===== src/rtl/dtm_pkg.sv =====
package dtm_pkg;

    // Per-timer run state
    typedef enum logic [1:0] {
        TS_OFF   = 2'd0,
        TS_COUNT = 2'd1,
        TS_DONE  = 2'd2
    } tmr_state_e;

    // Register index inside a timer window (address bits 4:2)
    localparam logic [2:0] RIX_LOAD  = 3'd0;
    localparam logic [2:0] RIX_COUNT = 3'd1;
    localparam logic [2:0] RIX_CTRL  = 3'd2;
    localparam logic [2:0] RIX_CLEAR = 3'd3;

    // Control word field positions
    localparam int CTL_EN_BIT  = 7;
    localparam int CTL_PER_BIT = 6;
    localparam int CTL_DIV_LSB = 2;

    // Prescale counter width (largest divide is 256)
    localparam int PRE_W = 8;

    // Last prescale phase for a select code; code 3 acts as divide by 256
    function automatic logic [PRE_W-1:0] div_last(input logic [1:0] sel);
        logic [PRE_W-1:0] r;
        unique case (sel)
            2'd0:    r = 8'd0;
            2'd1:    r = 8'd15;
            default: r = 8'd255;
        endcase
        return r;
    endfunction

endpackage


===== src/rtl/dtm_prescaler.sv =====
module dtm_prescaler
    import dtm_pkg::*;
(
    input  logic       clk,
    input  logic       rst_n,
    input  logic       run,
    input  logic       restart,
    input  logic [1:0] sel,
    output logic       tick
);

    logic [PRE_W-1:0] phase_q;
    logic [PRE_W-1:0] last;

    assign last = div_last(sel);
    assign tick = run && !restart && (phase_q == last);

    always_ff @(posedge clk) begin
        if (!rst_n || restart) begin
            phase_q <= '0;
        end else if (run) begin
            phase_q <= (phase_q == last) ? '0 : phase_q + 1'b1;
        end
    end

endmodule


===== src/rtl/dtm_channel.sv =====
module dtm_channel
    import dtm_pkg::*;
#(
    parameter int CNT_W = 24
) (
    input  logic             clk,
    input  logic             rst_n,
    input  logic             wr_load,
    input  logic             wr_ctrl,
    input  logic             wr_clr,
    input  logic [CNT_W-1:0] wdata,
    output logic [CNT_W-1:0] load_q,
    output logic [CNT_W-1:0] cnt_q,
    output logic             en_q,
    output logic             per_q,
    output logic [1:0]       psel_q,
    output logic             irq_q,
    output logic             tick
);

    tmr_state_e st_q, st_nxt;
    logic       restart;
    logic       at_floor;
    logic       expire;

    assign restart  = wr_load || wr_ctrl;
    assign at_floor = tick && (cnt_q <= CNT_W'(1));
    assign expire   = tick && (cnt_q == CNT_W'(1));

    dtm_prescaler u_pre (
        .clk     (clk),
        .rst_n   (rst_n),
        .run     (st_q == TS_COUNT),
        .restart (restart),
        .sel     (psel_q),
        .tick    (tick)
    );

    // State register
    always_ff @(posedge clk) begin
        if (!rst_n) st_q <= TS_OFF;
        else        st_q <= st_nxt;
    end

    // Next-state: start / stop / rearm / expire
    always_comb begin
        st_nxt = st_q;
        if (wr_ctrl) begin
            st_nxt = wdata[CTL_EN_BIT] ? TS_COUNT : TS_OFF;
        end else if (wr_load) begin
            st_nxt = (st_q == TS_OFF) ? TS_OFF : TS_COUNT;
        end else begin
            unique case (st_q)
                TS_OFF:   st_nxt = TS_OFF;
                TS_COUNT: if (at_floor && !per_q) st_nxt = TS_DONE;
                TS_DONE:  st_nxt = TS_DONE;
                default:  st_nxt = TS_OFF;
            endcase
        end
    end

    // Registers, count and interrupt
    always_ff @(posedge clk) begin
        if (!rst_n) begin
            load_q <= '0;
            cnt_q  <= '0;
            en_q   <= 1'b0;
            per_q  <= 1'b0;
            psel_q <= 2'd0;
            irq_q  <= 1'b0;
        end else begin
            if (wr_ctrl) begin
                en_q   <= wdata[CTL_EN_BIT];
                per_q  <= wdata[CTL_PER_BIT];
                psel_q <= wdata[CTL_DIV_LSB +: 2];
            end
            if (wr_load) begin
                load_q <= wdata;
                cnt_q  <= wdata;
            end else if (tick) begin
                if (at_floor) cnt_q <= per_q ? load_q : '0;
                else          cnt_q <= cnt_q - 1'b1;
            end
            if (expire)      irq_q <= 1'b1;
            else if (wr_clr) irq_q <= 1'b0;
        end
    end

endmodule


===== src/rtl/dual_dtimer.sv =====
module dual_dtimer
    import dtm_pkg::*;
#(
    parameter int NUM_TMR = 2,
    parameter int CNT_W   = 24,
    parameter int DATA_W  = 32,
    parameter int WIN_AW  = 5,
    parameter int ADDR_W  = 6
) (
    input  logic               clk,
    input  logic               rst_n,
    input  logic [ADDR_W-1:0]  bus_addr,
    input  logic               bus_we,
    input  logic [DATA_W-1:0]  bus_wdata,
    output logic [DATA_W-1:0]  bus_rdata,
    output logic [NUM_TMR-1:0] tmr_irq
);

    localparam int SEL_W = ADDR_W - WIN_AW;

    logic [SEL_W-1:0]                 rd_sel;
    logic [2:0]                       rix;
    logic [NUM_TMR-1:0][CNT_W-1:0]    ch_cnt;
    logic [NUM_TMR-1:0][CNT_W-1:0]    ch_load;
    logic [NUM_TMR-1:0]               ch_en;
    logic [NUM_TMR-1:0]               ch_per;
    logic [NUM_TMR-1:0][1:0]          ch_psel;
    logic [NUM_TMR-1:0]               ch_tick;
    logic [NUM_TMR-1:0][DATA_W-1:0]   ch_rd;
    logic                             unused_bits;

    assign rd_sel      = bus_addr[ADDR_W-1:WIN_AW];
    assign rix         = bus_addr[4:2];
    assign unused_bits = ^{bus_wdata[DATA_W-1:CNT_W], bus_addr[1:0]};

    for (genvar i = 0; i < NUM_TMR; i++) begin : g_ch
        logic hit;
        assign hit = bus_we && (rd_sel == SEL_W'(i));

        dtm_channel #(.CNT_W(CNT_W)) u_ch (
            .clk     (clk),
            .rst_n   (rst_n),
            .wr_load (hit && (rix == RIX_LOAD)),
            .wr_ctrl (hit && (rix == RIX_CTRL)),
            .wr_clr  (hit && (rix == RIX_CLEAR)),
            .wdata   (bus_wdata[CNT_W-1:0]),
            .load_q  (ch_load[i]),
            .cnt_q   (ch_cnt[i]),
            .en_q    (ch_en[i]),
            .per_q   (ch_per[i]),
            .psel_q  (ch_psel[i]),
            .irq_q   (tmr_irq[i]),
            .tick    (ch_tick[i])
        );

        always_comb begin
            ch_rd[i] = '0;
            unique case (rix)
                RIX_LOAD:  ch_rd[i][CNT_W-1:0] = ch_load[i];
                RIX_COUNT: ch_rd[i][CNT_W-1:0] = ch_cnt[i];
                RIX_CTRL: begin
                    ch_rd[i][CTL_EN_BIT]          = ch_en[i];
                    ch_rd[i][CTL_PER_BIT]         = ch_per[i];
                    ch_rd[i][CTL_DIV_LSB +: 2]    = ch_psel[i];
                end
                default:   ch_rd[i] = '0;
            endcase
        end
    end

    assign bus_rdata = ch_rd[rd_sel];

endmodule


===== config.mk =====
export PLATFORM = sky130hd
export DESIGN_NAME = dual_dtimer
export DESIGN_NICKNAME = d
export VERILOG_FILES = /design/src/rtl/dtm_pkg.sv /design/src/rtl/dtm_prescaler.sv /design/src/rtl/dtm_channel.sv /design/src/rtl/dual_dtimer.sv
export SDC_FILE = /design/constraint.sdc
export NUM_CORES = 1
export LEC_CHECK = 0
export ABC_AREA = 1
export ABC_CLOCK_PERIOD_IN_PS = 3660
export BUFFER_PORTS_ARGS = -buffer_cell sky130_fd_sc_hd__buf_4
export CAP_MARGIN = 20
export CORE_MARGIN = 2
export CORE_UTILIZATION = 45
export CTS_CLUSTER_DIAMETER = 120
export DETAILED_ROUTE_END_ITERATION = 10
export PLACE_DENSITY = 0.62
export SYNTH_ARGS = -nofsm -noshare
export SYNTH_HDL_FRONTEND = slang
export SYNTH_HIERARCHICAL = 1
export SYNTH_SLANG_ARGS = --single-unit

===== constraint.sdc =====
create_clock -name clk -period 3.66 [get_ports clk]
set_input_delay 0.366 -clock clk [delete_from_list [all_inputs] [get_ports clk]]
set_output_delay 0.366 -clock clk [all_outputs]
set_load 0.05 [all_outputs]

# Yosys cells after proc, flatten, opt, wreduce, memory -nomap -nowiden
# Index checks and enable logic that the tools add are counted.
# W data, S select, Z words.
classes:
  add_sub_neg: 4
  magnitude_cmp: 3
  eq_ne: 15
  n_mux: 39
  bitwise: 1
  reduce_logical: 36
op_table:
  columns: ["op", "n"]
  rows:
  - ["$mux W24", 9]
  - ["$pmux W16 S2", 2]
  - ["$eq A24 B1 Y1 const B", 2]
  - ["$le A24 B1 Y1 const B", 2]
  - ["$sub A24 B1 Y24 const B", 2]
  - ["$mux W32", 1]
  - ["$pmux W8 S2", 2]
  - ["$pmux W2 S2", 6]
  - ["$pmux W2 S3", 4]
  - ["$logic_and A1 B1 Y1", 18]
  - ["$add A8 B1 Y8 const B", 2]
  - ["$eq A8 B8 Y1", 2]
  - ["$mux W8", 2]
  - ["$mux W2", 6]
  - ["$eq A2 B1 Y1 const B", 4]
  - ["$logic_not A2 Y1", 4]
  - ["$ne A4 B1 Y1 const B", 2]
  - ["$reduce_bool A2 Y1", 4]
  - ["$mux W1", 7]
  - ["$eq A3 B2 Y1 const B", 2]
  - ["$logic_not A1 Y1", 5]
  - ["$eq A2 B2 Y1 const B", 2]
  - ["$logic_or A1 B1 Y1", 4]
  - ["$eq A3 B1 Y1 const B", 1]
  - ["3 further kinds", 3]
totals:
  reg_bits: 126
  input_bits: 41
  output_inout_bits: 34
  elab_cells: 114

# Logic depth before layout (Yosys ltp)
# Gate-level depths: netlist (run 1).
depth:
  depth_word: 13
  mapped_depth: 19
  ltp_nobuf: 15

# By module
# The synthesis (run 1) kept the hierarchy.
by_module_without_submodules:
  columns: ["mod", "instances", "cells_per_inst", "area_each_um2"]
  rows:
  - ["dtm_channel", 2, 481, 3126.7]
  - ["dual_dtimer", 1, 235, 1218.7]
  - ["dtm_prescaler", 2, 69, 483.0]

# Worst setup path before layout (run 1)
# OpenSTA, ideal clock, no wires.
synth_timing:
  kind: "input to register"
  from: "in bus_addr[5]"
  to: "reg g_ch[1].u_ch.cnt_q[2]"
  arrival_ns: 2.472
  setup_slack_ns: 1.119
  path_stages: 12
  n_path_buf: 4
  path_cell_list: "buf_2 > buf_1 > nand2_1 > nor2_1 > clkbuf_1 > nor2_1 > inv_1 > nor2_1 > nor2_1 > clkbuf_1 > a21boi_0 > a21oi_2"
synth_via:
  elab_chain_len: 10
  word_cells_on_any_way: 12
synth_lines:
  columns: ["item", "line_no", "text"]
  rows:
  - ["start, declared", "dual_dtimer.sv:12", "input logic [ADDR_W-1:0] bus_addr,"]
  - ["$logic_and A1 B1 Y1 *", "dual_dtimer.sv:38", "assign hit = bus_we && (rd_sel == SEL_W'(i));"]
  - ["$logic_and A1 B1 Y1 (on tied branches)", "dual_dtimer.sv:43, dual_dtimer.sv:44", null]
  - ["$logic_or A1 B1 Y1 *", "dtm_channel.sv:26", "assign restart = wr_load || wr_ctrl;"]
  - ["via g_ch[1].u_ch.restart", "dtm_channel.sv:22", "logic restart;"]
  - ["$logic_not A1 Y1 *", "dtm_prescaler.sv:16", "assign tick = run && !restart && (phase_q == last);"]
  - ["$logic_and A1 B1 Y1 * (2 in series)", "dtm_prescaler.sv:16", null]
  - ["via ch_tick[1]", "dual_dtimer.sv:28", "logic [NUM_TMR-1:0] ch_tick;"]
  - ["$logic_and A1 B1 Y1", "dtm_channel.sv:27", "assign at_floor = tick && (cnt_q <= CNT_W'(1));"]
  - ["$mux W24", "dtm_channel.sv:81", "if (at_floor) cnt_q <= per_q ? load_q : '0;"]
  - ["$mux W24", "dtm_channel.sv:80", "end else if (tick) begin"]
  - ["$mux W24", "dtm_channel.sv:77", "if (wr_load) begin"]
  - ["end signal, assigned", "dtm_channel.sv:79", "cnt_q <= wdata;"]
  - ["end signal, assigned", "dtm_channel.sv:81", null]
  - ["end signal, assigned", "dtm_channel.sv:82", "else cnt_q <= cnt_q - 1'b1;"]
  - ["end, declared", "dtm_channel.sv:13", "output logic [CNT_W-1:0] cnt_q,"]
# Mark *: on every way through the listed nets, which the timed path passes. The rest lies on a longest branch. The select of a mux whose other input is x is not followed.
# A chain may end at the register's enable or synchronous reset.

# Worst setup path after layout (run 1)
layout_timing:
  from: "reg g_ch[1].u_ch.u_pre.phase_q[4]"
  to: "reg g_ch[1].u_ch.cnt_q[11]"
layout_via:
  elab_chain_len: 6
  word_cells_on_any_way: 7
layout_lines:
  columns: ["item", "line_no", "text"]
  rows:
  - ["start, declared", "dtm_prescaler.sv:12", "logic [PRE_W-1:0] phase_q;"]
  - ["start signal, assigned", "dtm_prescaler.sv:22", "phase_q <= (phase_q == last) ? '0 : phase_q + 1'b1;"]
  - ["$eq A8 B8 Y1 *", "dtm_prescaler.sv:16", null]
  - ["$logic_and A1 B1 Y1 *", "dtm_prescaler.sv:16", null]
  - ["via ch_tick[1]", "dual_dtimer.sv:28", null]
  - ["$logic_and A1 B1 Y1", "dtm_channel.sv:27", null]
  - ["$mux W24", "dtm_channel.sv:81", null]
  - ["$mux W24", "dtm_channel.sv:80", null]
  - ["$mux W24", "dtm_channel.sv:77", null]
# Marks and branches as above.

==> summary.txt, run 1 <==
Synth
  – Ys async rst share: 0
  – Most frequent cell after synthesis: nand2_1
  – Total number of yosys warnings: 6
  – Post-synthesis compound-gate area fraction: 0.136
  – Synth Register Bits: 126
  – Commonest cells post-synth: 314 x nand2_1, 222 x nand3_1, 174 x nor2_1, 126 x dfxtp_1, 100 x a21oi_1
  – EDFF count, synth: 0
  – Mux cell area share after synthesis: 0.00237
  – Synth top area cells: dfxtp_1 30%, nand2_1 14%, nand3_1 13%
  – Area leader, netlist: dfxtp_1
  – Adder-Cell Fraction of Synth Area: 0.0148
  – Syn avg cell area: 6.32 sq um
  – Largest family of logic cells by synthesized area: simple AND/OR/NAND/NOR gates
  – Post-synth top area share: 0.299
  – Simple-gate area share of the yosys netlist: 0.427
  – Synth Flop Type: dfxtp_1
  – XOR/XNOR Fraction of Synth Area: 0.0270
  – Post-synthesis sequential area ratio: 0.299
  – Cells after synthesis: 1335
  – Distinct cells, synth: 34
  – Synthesized area: 8440 sq um

Cells and area
  – Post-layout nets: 1414
  – Syn-to-layout area delta: 13.5%
  – N_diodes: 0
  – Layout cells sized above 1: 0.135
  – Sequential cell area: 2520 sq um
  – Footprint of the multi-input gates: 5160 sq um
  – Fillers: 1962

STA
  – Unrepaired setup endpoints after global routing: no
  – Worst-Margin Slew: 1.02 ns
  – Max-slew violations: 0
  – Min Clock Period, post-route: 2.66 ns
  – Clock skew: 0.00688 ns
  – Final Hold Viols: 0
  – Setup ws final: 1.00 ns
  – Final setup fails: 0
  – Rel. slew slack: 0.321
  – Setup TNS: 0 ns
  – Post-route clock period utilization: 0.726
  – Achievable Freq: 377 MHz

Outcome
  – Status: finished clean

Critical path
  – CP Capture Type: flip-flop
  – Critical Path End: g_ch[1].u_ch/cnt_q[11]$_SDFFE_PN0P_
  – FF-to-FF path depth: 14
  – R2r startpoint: g_ch[1].u_ch/u_pre/phase_q[4]$_SDFFE_PP0P_
  – Setup Crit Path Kind: flip-flop to flip-flop
  – Critical path data required time: 4.03 ns
  – Reg2reg end: g_ch[1].u_ch/cnt_q[11]$_SDFFE_PN0P_
  – Max FO, Critical Path: 13
  – CP startpoint: g_ch[1].u_ch/u_pre/phase_q[4]$_SDFFE_PP0P_
  – Arr. time, crit path: 3.02 ns
  – Reg-to-reg setup timing slack: 1.00 ns
  – Worst setup SP type: flip-flop

Route
  – Drt first pass iters: 7
  – Number of DRC markers in iteration 0: 803
  – Routed wire length: 27200 microns
  – # DRC: 0
  – Vias/cell: 5.52
  – Vias: 8874
  – ANT nets after route: 0
  – Routed len/inst: 16.9 microns

Floorplanning
  – Row count: 50
  – Die Height: 141 microns
  – Die area: 19900 sq um
  – Initial Utilization: 0.454
  – I/O pin total: 75
  – Core ar.: 18600 sq um
  – Die X: 141 microns

Clock tree
  – Num CTS Buffers: 17
  – CTS max path bufs: 2
  – Post-CTS Setup Bufs: 0
  – CTS Hold Buffers Added: 0
  – H-tree depth: 4
  – CTS resizes: 0
  – TritonCTS clock tree: built
  – CTS Sinks: 126
  – Root Driver: clkbuf_16
  – CTS clk-pin slew, worst paths: 0.06 ns
  – Clock Latency Late Sink: 0.43 ns

Global route
  – Initial antenna violation count: 0
  – First-pass GRT wire length: 43700 microns
  – GRT Total Usage: 0.279
  – Vias in the first global route: 8146
  – Largest net degree at the start of global routing: 97
  – Global route total overflow: 0

Placed design
  – Gpl congestion: 0.933
  – Post-DP HPWL: 18600 microns
  – I/O Buffers: 56
  – Pre-CTS setup slack: 0.783 ns

Run
  – # Max-Cap Violations: 0

Min path
  – Hold Path Stages: 3
  – Class of the worst hold path: input pin to flip-flop
  – Worst hold path startpoint: bus_wdata[2]

Power
  – Design Power: 3.98 mW
  – Leak Pwr: 4.17 nW
  – Maximum VDD drop: 0.000332 V
  – PwrDens: 416 nW/um^2
[how the worst min path moves through the flow]
stage                                      endpoint  slack, ns
5_1_grt        g_ch[1].u_ch/load_q[10]$_SDFFE_PN0P_       0.23
2_1_floorplan        g_ch[0].u_ch/en_q$_SDFFE_PN0P_       0.44
4_1_cts        g_ch[1].u_ch/load_q[10]$_SDFFE_PN0P_       0.23
3_3_place_gp         g_ch[0].u_ch/en_q$_SDFFE_PN0P_       0.46
6_report        g_ch[0].u_ch/psel_q[0]$_SDFFE_PN0P_       0.23
3_5_place_dp         g_ch[0].u_ch/en_q$_SDFFE_PN0P_       0.46
[worst max-delay path: stages (launching register included)]
cell     delay [ns]
dfxtp_1        0.42
nand2_1        0.12
nor2_1         0.10
nand2_1        0.05
nand2_1        0.08
nand3_2        0.11
nor2_1         0.27
nand3_1        0.11
nor2_1         0.15
nand2_1        0.11
nor2_4         0.35
nand2_2        0.34
o21ai_0        0.26
nor2_1         0.07
nor2_1         0.07
[cells in the final DEF, fill, tap and decap left out, types with 3 or more instances in the layout]
master	synthesis	final
a21boi_0	20	20
a21oi_1	100	100
a21oi_2	16	16
and2_1	20	20
buf_4	12	75
bufinv_16	0	5
clkbuf_16	0	17
clkinv_1	4	4
clkinv_4	0	4
clkinvlp_4	0	4
conb_1	1	8
dfxtp_1	126	126
ha_1	10	10
inv_1	94	94
inv_2	4	4
nand2_1	314	314
nand2_2	10	10
nand3_1	222	222
nand3_2	6	6
nand3b_1	3	3
nand4_1	16	16
nor2_1	174	172
nor2_2	12	14
nor2_4	14	14
o21ai_0	42	42
o21ai_2	10	10
o21bai_1	6	6
or2_2	4	4
xnor2_1	4	4
xor2_1	22	22
[sequential cells by signal, summed over array words and instances (netlist names)]
name,cells
g_ch.u_ch/per_q,2
g_ch.u_ch/st_q,4
g_ch.u_ch/en_q,2
g_ch.u_ch/u_pre/phase_q,16
g_ch.u_ch/cnt_q,48
g_ch.u_ch/load_q,48
g_ch.u_ch/irq_q,2
g_ch.u_ch/psel_q,4
[routing by layer]
metal | vias up | global-route usage | part of all wire
li1 | 4406 | - | -
met1 | 4090 | 0.402 | 0.46
met2 | 331 | 0.425 | 0.44
met3 | 47 | 0.0465 | 0.069
met4 | 0 | 0.0900 | 0.024
met5 | - | 0 | 0
[power by group]
group	internal, mW	switching (mW)
combinational	0.211	0.459
clock	1.23	0.666
sequential	1.39	0.0288
total	2.83	1.15
[through the flow]
step                      area [sq um]   util  hold WS (ns)  instances
after floorplan                   8460      -         0.441       1342
after global placement            8920  0.480         0.456       1578
after detailed placement          8920  0.480         0.461       1578
after CTS                         9580  0.515         0.226       1609
after global routing              9580  0.515         0.231       1609
final                             9580  0.515         0.227       1609
[area by class of cell]
cell class / instances / share of cell area
clock buffers: 18 / 0.0459
clock inverters: 13 / 0.0225
inverters: 102 / 0.0400
multi-input cells: 1041 / 0.539
flip-flops and latches: 126 / 0.263
well taps: 234 / 0.0306
repair buffers: 75 / 0.0588
[logic make-up (layout without fill, tap and decap cells)]
logic type | after synthesis | after routing
other | 1 | 8
XOR/XNOR | 26 | 26
multiplexers | 2 | 2
adder cells (fa/ha/maj) | 10 | 10
flip-flops | 126 | 126
AND/OR/NAND/NOR | 799 | 799
buffers and inverters | 175 | 208
AO/OA/AOI/OAI | 196 | 196
No activity file was read; power rests on OpenSTA's default activity.
==> inputs of run 2 (changes only) <==
Settings changed: ABC_CLOCK_PERIOD_IN_PS 3660 to 2300, PLACE_DENSITY 0.62 to 0.64.
Clock period 3.66 ns to 2.3 ns, I/O delays scaled along.
==> run 2 against run 1 <==
Critical path type unchanged. Die area unchanged. Core utilization up 0.90 points. Combinational power increased by 63%.
==> summary.txt, run 2 (same netlist as run 1, synthesis figures left out) <==
Floorplanning
  – Die area: 19900 sq um (unchanged)
  – Die X: 141 microns (unchanged)
  – Row count: 50 (unchanged)
  – Die Height: 141 microns (unchanged)
  – Core ar.: 18600 sq um (unchanged)
  – Initial Utilization: 0.454 (unchanged)
  – I/O pin total: 75 (unchanged)

Global route
  – GRT Total Usage: 0.274 (was 0.279)
  – Initial antenna violation count: 0 (unchanged)
  – Global route total overflow: 0 (unchanged)
  – Largest net degree at the start of global routing: 97 (unchanged)
  – First-pass GRT wire length: 42900 microns (was 43700 microns)
  – Vias in the first global route: 7933 (was 8146)

STA
  – Achievable Freq: 468 MHz (was 377 MHz)
  – Final Hold Viols: 0 (unchanged)
  – Rel. slew slack: 0.461 (was 0.321)
  – Worst-Margin Slew: 0.803 ns (was 1.02 ns)
  – Min Clock Period, post-route: 2.14 ns (was 2.66 ns)
  – Post-route clock period utilization: 0.929 (was 0.726)
  – Hold Worst Slack: 0.0965 ns (was 0.227 ns)
  – Max-slew violations: 0 (unchanged)
  – Clock skew: 0.0130 ns (was 0.00688 ns)
  – Final setup fails: 0 (unchanged)

Clock tree
  – Root Driver: clkbuf_16 (unchanged)
  – Post-CTS Setup Bufs: 0 (unchanged)
  – Clock Latency Late Sink: 0.43 ns (about the same)
  – CTS Sinks: 126 (unchanged)
  – CTS max path bufs: 2 (unchanged)
  – H-tree depth: 4 (unchanged)
  – CTS clk-pin slew, worst paths: 0.06 ns (about the same)
  – Num CTS Buffers: 17 (unchanged)
  – TritonCTS clock tree: built (unchanged)

Power
  – Design Power: 6.06 mW (was 3.98 mW)
  – PwrDens: 622 nW/um^2 (was 416 nW/um^2)
  – Maximum VDD drop: 0.000591 V (was 0.000332 V)
  – Leak Pwr: 4.28 nW (was 4.17 nW)

Cells and area
  – Footprint of the multi-input gates: 5180 sq um (was 5160 sq um)
  – Design area: 9740 sq um (was 9580 sq um)
  – Post-layout nets: 1439 (was 1414)
  – Fillers: 1943 (was 1962)
  – Most frequent cells in the layout: 314 x nand2_1, 222 x nand3_1, 168 x nor2_1 (was 314 x nand2_1, 222 x nand3_1, 172 x nor2_1)
  – Commonest non-fill, non-tap cell in the layout: nand2_1 (unchanged)
  – Syn-to-layout area delta: 15.5% (was 13.5%)
  – Sequential cell area: 2530 sq um (was 2520 sq um)
  – Layout cells sized above 1: 0.161 (was 0.135)
  – N_diodes: 0 (unchanged)
  – Regs by FF count: g_ch.u_ch/cnt_q x48, g_ch.u_ch/load_q x48, g_ch.u_ch/u_pre/phase_q x16 (unchanged)

Critical path
  – Worst setup SP type: flip-flop (unchanged)
  – Setup Crit Path Kind: flip-flop to flip-flop (unchanged)
  – Critical path data required time: 2.67 ns (was 4.03 ns)
  – Arr. time, crit path: 2.50 ns (was 3.02 ns)
  – CP Capture Type: flip-flop (unchanged)
  – Max FO, Critical Path: 9 (was 13)
  – Reg-to-reg setup timing slack: 0.16 ns (was 1.00 ns)

Route
  – Vias/cell: 5.52 (about the same)
  – # DRC: 0 (unchanged)
  – Routed wire length: 27200 microns (about the same)
  – Drt first pass iters: 6 (was 7)
  – Routed len/inst: 16.7 microns (was 16.9 microns)
  – Number of DRC markers in iteration 0: 786 (was 803)
  – ANT nets after route: 0 (unchanged)
  – Vias: 9024 (was 8874)

Placed design
  – Gpl congestion: 0.948 (was 0.933)
  – I/O Buffers: 56 (unchanged)
  – Dpl cell area: 9120 sq um (was 8920 sq um)
  – Post-DP HPWL: 18800 microns (was 18600 microns)

Run
  – # Max-Cap Violations: 0 (unchanged)

Min path
  – Class of the worst hold path: input pin to flip-flop (unchanged)

Outcome
  – Status: finished clean (unchanged)
run 2: changes by cell type in the layout (fill, tap and decap cells not counted), moves of 2 or more:
cell,change
nor2_4,+2
dfxtp_1,-10
dfxtp_2,+10
buf_4,+24
o21ai_1,+2
bufinv_16,-3
nor2_1,-4
clkinvlp_4,+3
o21ai_0,-2
nor2_2,+2
run 2: power breakdown:
| part | internal (mW) | leakage, nW | switching, mW |
|---|---|---|---|
| logic | 0.349 | 2.99 | 0.739 |
| clock network | 1.62 | 0.262 | 1.09 |
| registers | 2.22 | 1.02 | 0.0427 |
| total | 4.18 | 4.28 | 1.87 |
run 2: critical path, cell delays in order (launching register included):
cell and delay [ns]:
dfxtp_1 0.39, inv_1 0.08, ha_1 0.29, nand2_2 0.15, nor2_4 0.08, nor2_2 0.17
nor2_4 0.06, buf_4 0.14, nor2_2 0.38, nand2_1 0.10, nor2_1 0.11, nor2_1 0.05
nor2_1 0.08
run 2: area by class of cell:
| type | count | area share |
|---|---|---|
| Clock inverter | 13 | 0.0148 |
| Sequential cell | 126 | 0.260 |
| Clock buffer | 18 | 0.0451 |
| Tap cell | 234 | 0.0301 |
| Inverter | 102 | 0.0393 |
| Multi-Input combinational cell | 1041 | 0.532 |
| Timing Repair Buffer | 100 | 0.0783 |
run 2: what timing repair did:
action                                  CTS  global route
endpoints found under the setup margin    1            48
hold buffers                              0             0
resized for setup                         1            17
run 2: final timing paths:
check | from | to | cells after the start
setup / recovery | g_ch[0].u_ch/cnt_q[0]$_SDFFE_PN0P_ | g_ch[0].u_ch/cnt_q[11]$_SDFFE_PN0P_ | 12
hold / removal | bus_wdata[10] | g_ch[0].u_ch/load_q[10]$_SDFFE_PN0P_ | 3
setup reg to reg | g_ch[0].u_ch/cnt_q[0]$_SDFFE_PN0P_ | g_ch[0].u_ch/cnt_q[11]$_SDFFE_PN0P_ | 12
hold reg to reg | g_ch[0].u_ch/en_q$_SDFFE_PN0P_ | g_ch[0].u_ch/en_q$_SDFFE_PN0P_ | 2
run 2: stage by stage:
stage	std cells	setup WS (ns)	TNS, ns	util
after floorplan	1342	0.00620	0	-
after global placement	1603	-0.0155	-0.0171	0.491
after detailed placement	1603	-0.0204	-0.0473	0.491
after CTS	1634	0.0410	0	0.523
after global routing	1634	-0.00226	-0.00226	0.524
final	1634	0.164	0	0.524
run 2: routing by layer:
| metal | share of wire | vias to the layer above | global-route usage |
|---|---|---|---|
| met1 | 0.46 | 4137 | 0.392 |
| met5 | 0 | - | 0 |
| met3 | 0.082 | 40 | 0.0445 |
| met4 | 0.021 | 0 | 0.0847 |
| met2 | 0.44 | 395 | 0.424 |
| li1 | - | 4452 | - |
==> inputs of run 3 (changes only) <==
Settings changed: ABC_CLOCK_PERIOD_IN_PS 2300 to 2600, BUFFER_PORTS_ARGS -buffer_cell sky130_fd_sc_hd__buf_4 to -buffer_cell sky130_fd_sc_hd__buf_2, PLACE_DENSITY 0.64 to 0.62.
Clock period 2.3 ns to 2.6 ns, I/O delays scaled along.
==> run 3 against run 2 <==
Non-clock buffer count decreased by 13. Global-route usage up 0.22 points. First-iteration DRC count decreased by 2.3%. Total power decreased by 10%. Final cell count down 0.92%. Largest cell class unchanged.
==> summary.txt, run 3 (same netlist as run 1, synthesis figures left out) <==
Outcome
  – Status: finished clean (unchanged)

Power
  – Leak Pwr: 4.20 nW (was 4.28 nW)
  – Maximum VDD drop: 0.000440 V (was 0.000591 V)
  – PwrDens: 571 nW/um^2 (was 622 nW/um^2)

Floorplanning
  – I/O pin total: 75 (unchanged)
  – Initial Utilization: 0.454 (unchanged)
  – Die area: 19900 sq um (unchanged)
  – Core ar.: 18600 sq um (unchanged)
  – Die Height: 141 microns (unchanged)
  – Row count: 50 (unchanged)
  – Die X: 141 microns (unchanged)

Clock tree
  – CTS Hold Buffers Added: 0 (unchanged)
  – CTS Sinks: 126 (unchanged)
  – CTS clk-pin slew, worst paths: 0.06 ns (about the same)
  – Root Driver: clkbuf_16 (unchanged)
  – CTS max path bufs: 2 (unchanged)
  – H-tree depth: 4 (unchanged)
  – TritonCTS clock tree: built (unchanged)
  – Post-CTS Setup Bufs: 0 (unchanged)
  – Num CTS Buffers: 17 (unchanged)
  – CTS resizes: 0 (was 1)
  – Clock Latency Late Sink: 0.42 ns (was 0.43 ns)

Min path
  – Worst hold path startpoint: bus_wdata[11] (was bus_wdata[10])
  – Class of the worst hold path: input pin to flip-flop (unchanged)

Route
  – # DRC: 0 (unchanged)
  – Vias/cell: 5.57 (was 5.52)
  – Drt first pass iters: 5 (was 6)
  – Routed len/inst: 16.8 microns (was 16.7 microns)
  – Number of DRC markers in iteration 0: 768 (was 786)
  – Vias: 9019 (was 9024)
  – Routed wire length: 27200 microns (about the same)
  – ANT nets after route: 0 (unchanged)

Global route
  – Global route total overflow: 0 (unchanged)
  – Vias in the first global route: 8022 (was 7933)
  – GRT Total Usage: 0.276 (was 0.274)
  – Initial antenna violation count: 0 (unchanged)
  – First-pass GRT wire length: 43100 microns (was 42900 microns)
  – Largest net degree at the start of global routing: 97 (unchanged)

Cells and area
  – Syn-to-layout area delta: 12.5% (was 15.5%)
  – N_diodes: 0 (unchanged)
  – Most frequent cells in the layout: 314 x nand2_1, 222 x nand3_1, 172 x nor2_1 (was 314 x nand2_1, 222 x nand3_1, 168 x nor2_1)
  – Regs by FF count: g_ch.u_ch/cnt_q x48, g_ch.u_ch/load_q x48, g_ch.u_ch/u_pre/phase_q x16 (unchanged)
  – Post-layout nets: 1426 (was 1439)
  – Layout cells sized above 1: 0.140 (was 0.161)
  – Commonest non-fill, non-tap cell in the layout: nand2_1 (unchanged)

STA
  – Rel. slew slack: 0.331 (was 0.461)
  – Final setup fails: 0 (unchanged)
  – Final Hold Viols: 0 (unchanged)
  – Min Clock Period, post-route: 2.44 ns
  – Max-slew violations: 0 (unchanged)
  – Setup TNS: 0 ns (unchanged)
  – Achievable Freq: 410 MHz
  – Clock skew: 0.00946 ns (was 0.0130 ns)
  – Worst-Margin Slew: 1.00 ns (was 0.803 ns)
  – Unrepaired setup endpoints after global routing: no
  – Hold Worst Slack: 0.138 ns (was 0.0965 ns)
  – Post-route clock period utilization: 0.939

Critical path
  – CP startpoint: bus_addr[3] (was g_ch[0].u_ch/cnt_q[0]$_SDFFE_PN0P_)
  – Worst path max stage delay: 0.75 ns (was 0.39 ns)
  – Max FO, Critical Path: 96 (was 9)
  – CP Capture Type: output pin (was flip-flop)
  – R2r startpoint: g_ch[1].u_ch/u_pre/phase_q[4]$_SDFFE_PP0P_ (was g_ch[0].u_ch/cnt_q[0]$_SDFFE_PN0P_)
  – Arr. time, crit path: 2.18 ns (was 2.50 ns)
  – Setup Crit Path Kind: input pin to output pin (was flip-flop to flip-flop)
  – Critical path data required time: 2.34 ns (was 2.67 ns)
  – Crit-path cells: buf_2 > nor2_4 > buf_4 > nand3_1 > nand3_1 > and2_1 > buf_2 (was inv_1 > ha_1 > nand2_2 > nor2_4 > nor2_2 > nor2_4 > buf_4 > nor2_2 > nand2_1 > nor2_1 > nor2_1 > nor2_1)
  – Worst path slowest cell: buf_4 (was dfxtp_1)
  – Worst setup SP type: input pin (was flip-flop)

Placed design
  – Gpl congestion: 0.918 (was 0.948)
  – Post-DP HPWL: 18700 microns (was 18800 microns)
  – I/O Buffers: 56 (unchanged)

Run
  – # Max-Cap Violations: 0 (unchanged)
## run 3: cell count changes in the layout (fill, tap and decap cells not counted), moves of 3 or more
| cell | previous run | this run |
|---|---|---|
| clkinvlp_4 | 7 | 0 |
| clkinv_2 | 1 | 4 |
| nor2_1 | 168 | 172 |
| dfxtp_1 | 116 | 126 |
| buf_2 | 0 | 56 |
| buf_4 | 99 | 29 |
| dfxtp_2 | 10 | 0 |
| clkinv_4 | 3 | 0 |
## run 3: per-layer routing
| metal | GRT usage | wire [microns] | vias up | part of all wire |
|---|---|---|---|---|
| met5 | 0 | 0 | - | 0 |
| met4 | 0.0863 | 548 | 0 | 0.020 |
| met3 | 0.0493 | 2280 | 33 | 0.084 |
| met2 | 0.425 | 11900 | 393 | 0.44 |
| met1 | 0.393 | 12400 | 4163 | 0.46 |
| li1 | - | - | 4430 | - |
## run 3: path summary, 6_finish.rpt
check                                          to  slack (ns)  depth (start not counted)
max                                 bus_rdata[23]        0.16                          7
min          g_ch[1].u_ch/load_q[11]$_SDFFE_PN0P_        0.14                          3
min reg2reg       g_ch[0].u_ch/irq_q$_SDFFE_PN0P_        0.47                          2
max reg2reg   g_ch[1].u_ch/cnt_q[11]$_SDFFE_PN0P_        0.21                         14
## run 3: worst max-delay path: cells and delay by family
kind	cells	cell delay (ns)
and+or+nand+nor	4	0.66
buffers and inverters	3	1.17
## run 3: power by group
group / switching, mW / leakage [nW] / internal [mW] / total [mW]
clock: 0.867 / 0.298 / 1.63 / 2.50
sequential: 0.0368 / 1.02 / 1.96 / 2.00
combinational: 0.646 / 2.89 / 0.281 / 0.926
total: 1.55 / 4.20 / 3.87 / 5.42
## run 3: metrics by stage
step	cell area [sq um]	util	instances	setup slack, ns	total power [mW]
2_1_floorplan	8460	-	1342	0.165	2.71
3_3_place_gp	8900	0.479	1590	0.108	2.94
3_5_place_dp	8900	0.479	1590	0.125	2.95
4_1_cts	9500	0.511	1619	0.225	5.44
5_1_grt	9500	0.511	1619	0.00316	5.65
6_report	9500	0.511	1619	0.159	5.42
## run 3: cell type report
class | instances | area (sq um)
clock inverter | 8 | 140
sequential | 126 | 2520
clock buffer | 21 | 460
timing repair buffer | 87 | 538
tap | 234 | 293
inverter | 102 | 383
fill | 1959 | 9080
multi-input combinational | 1041 | 5160
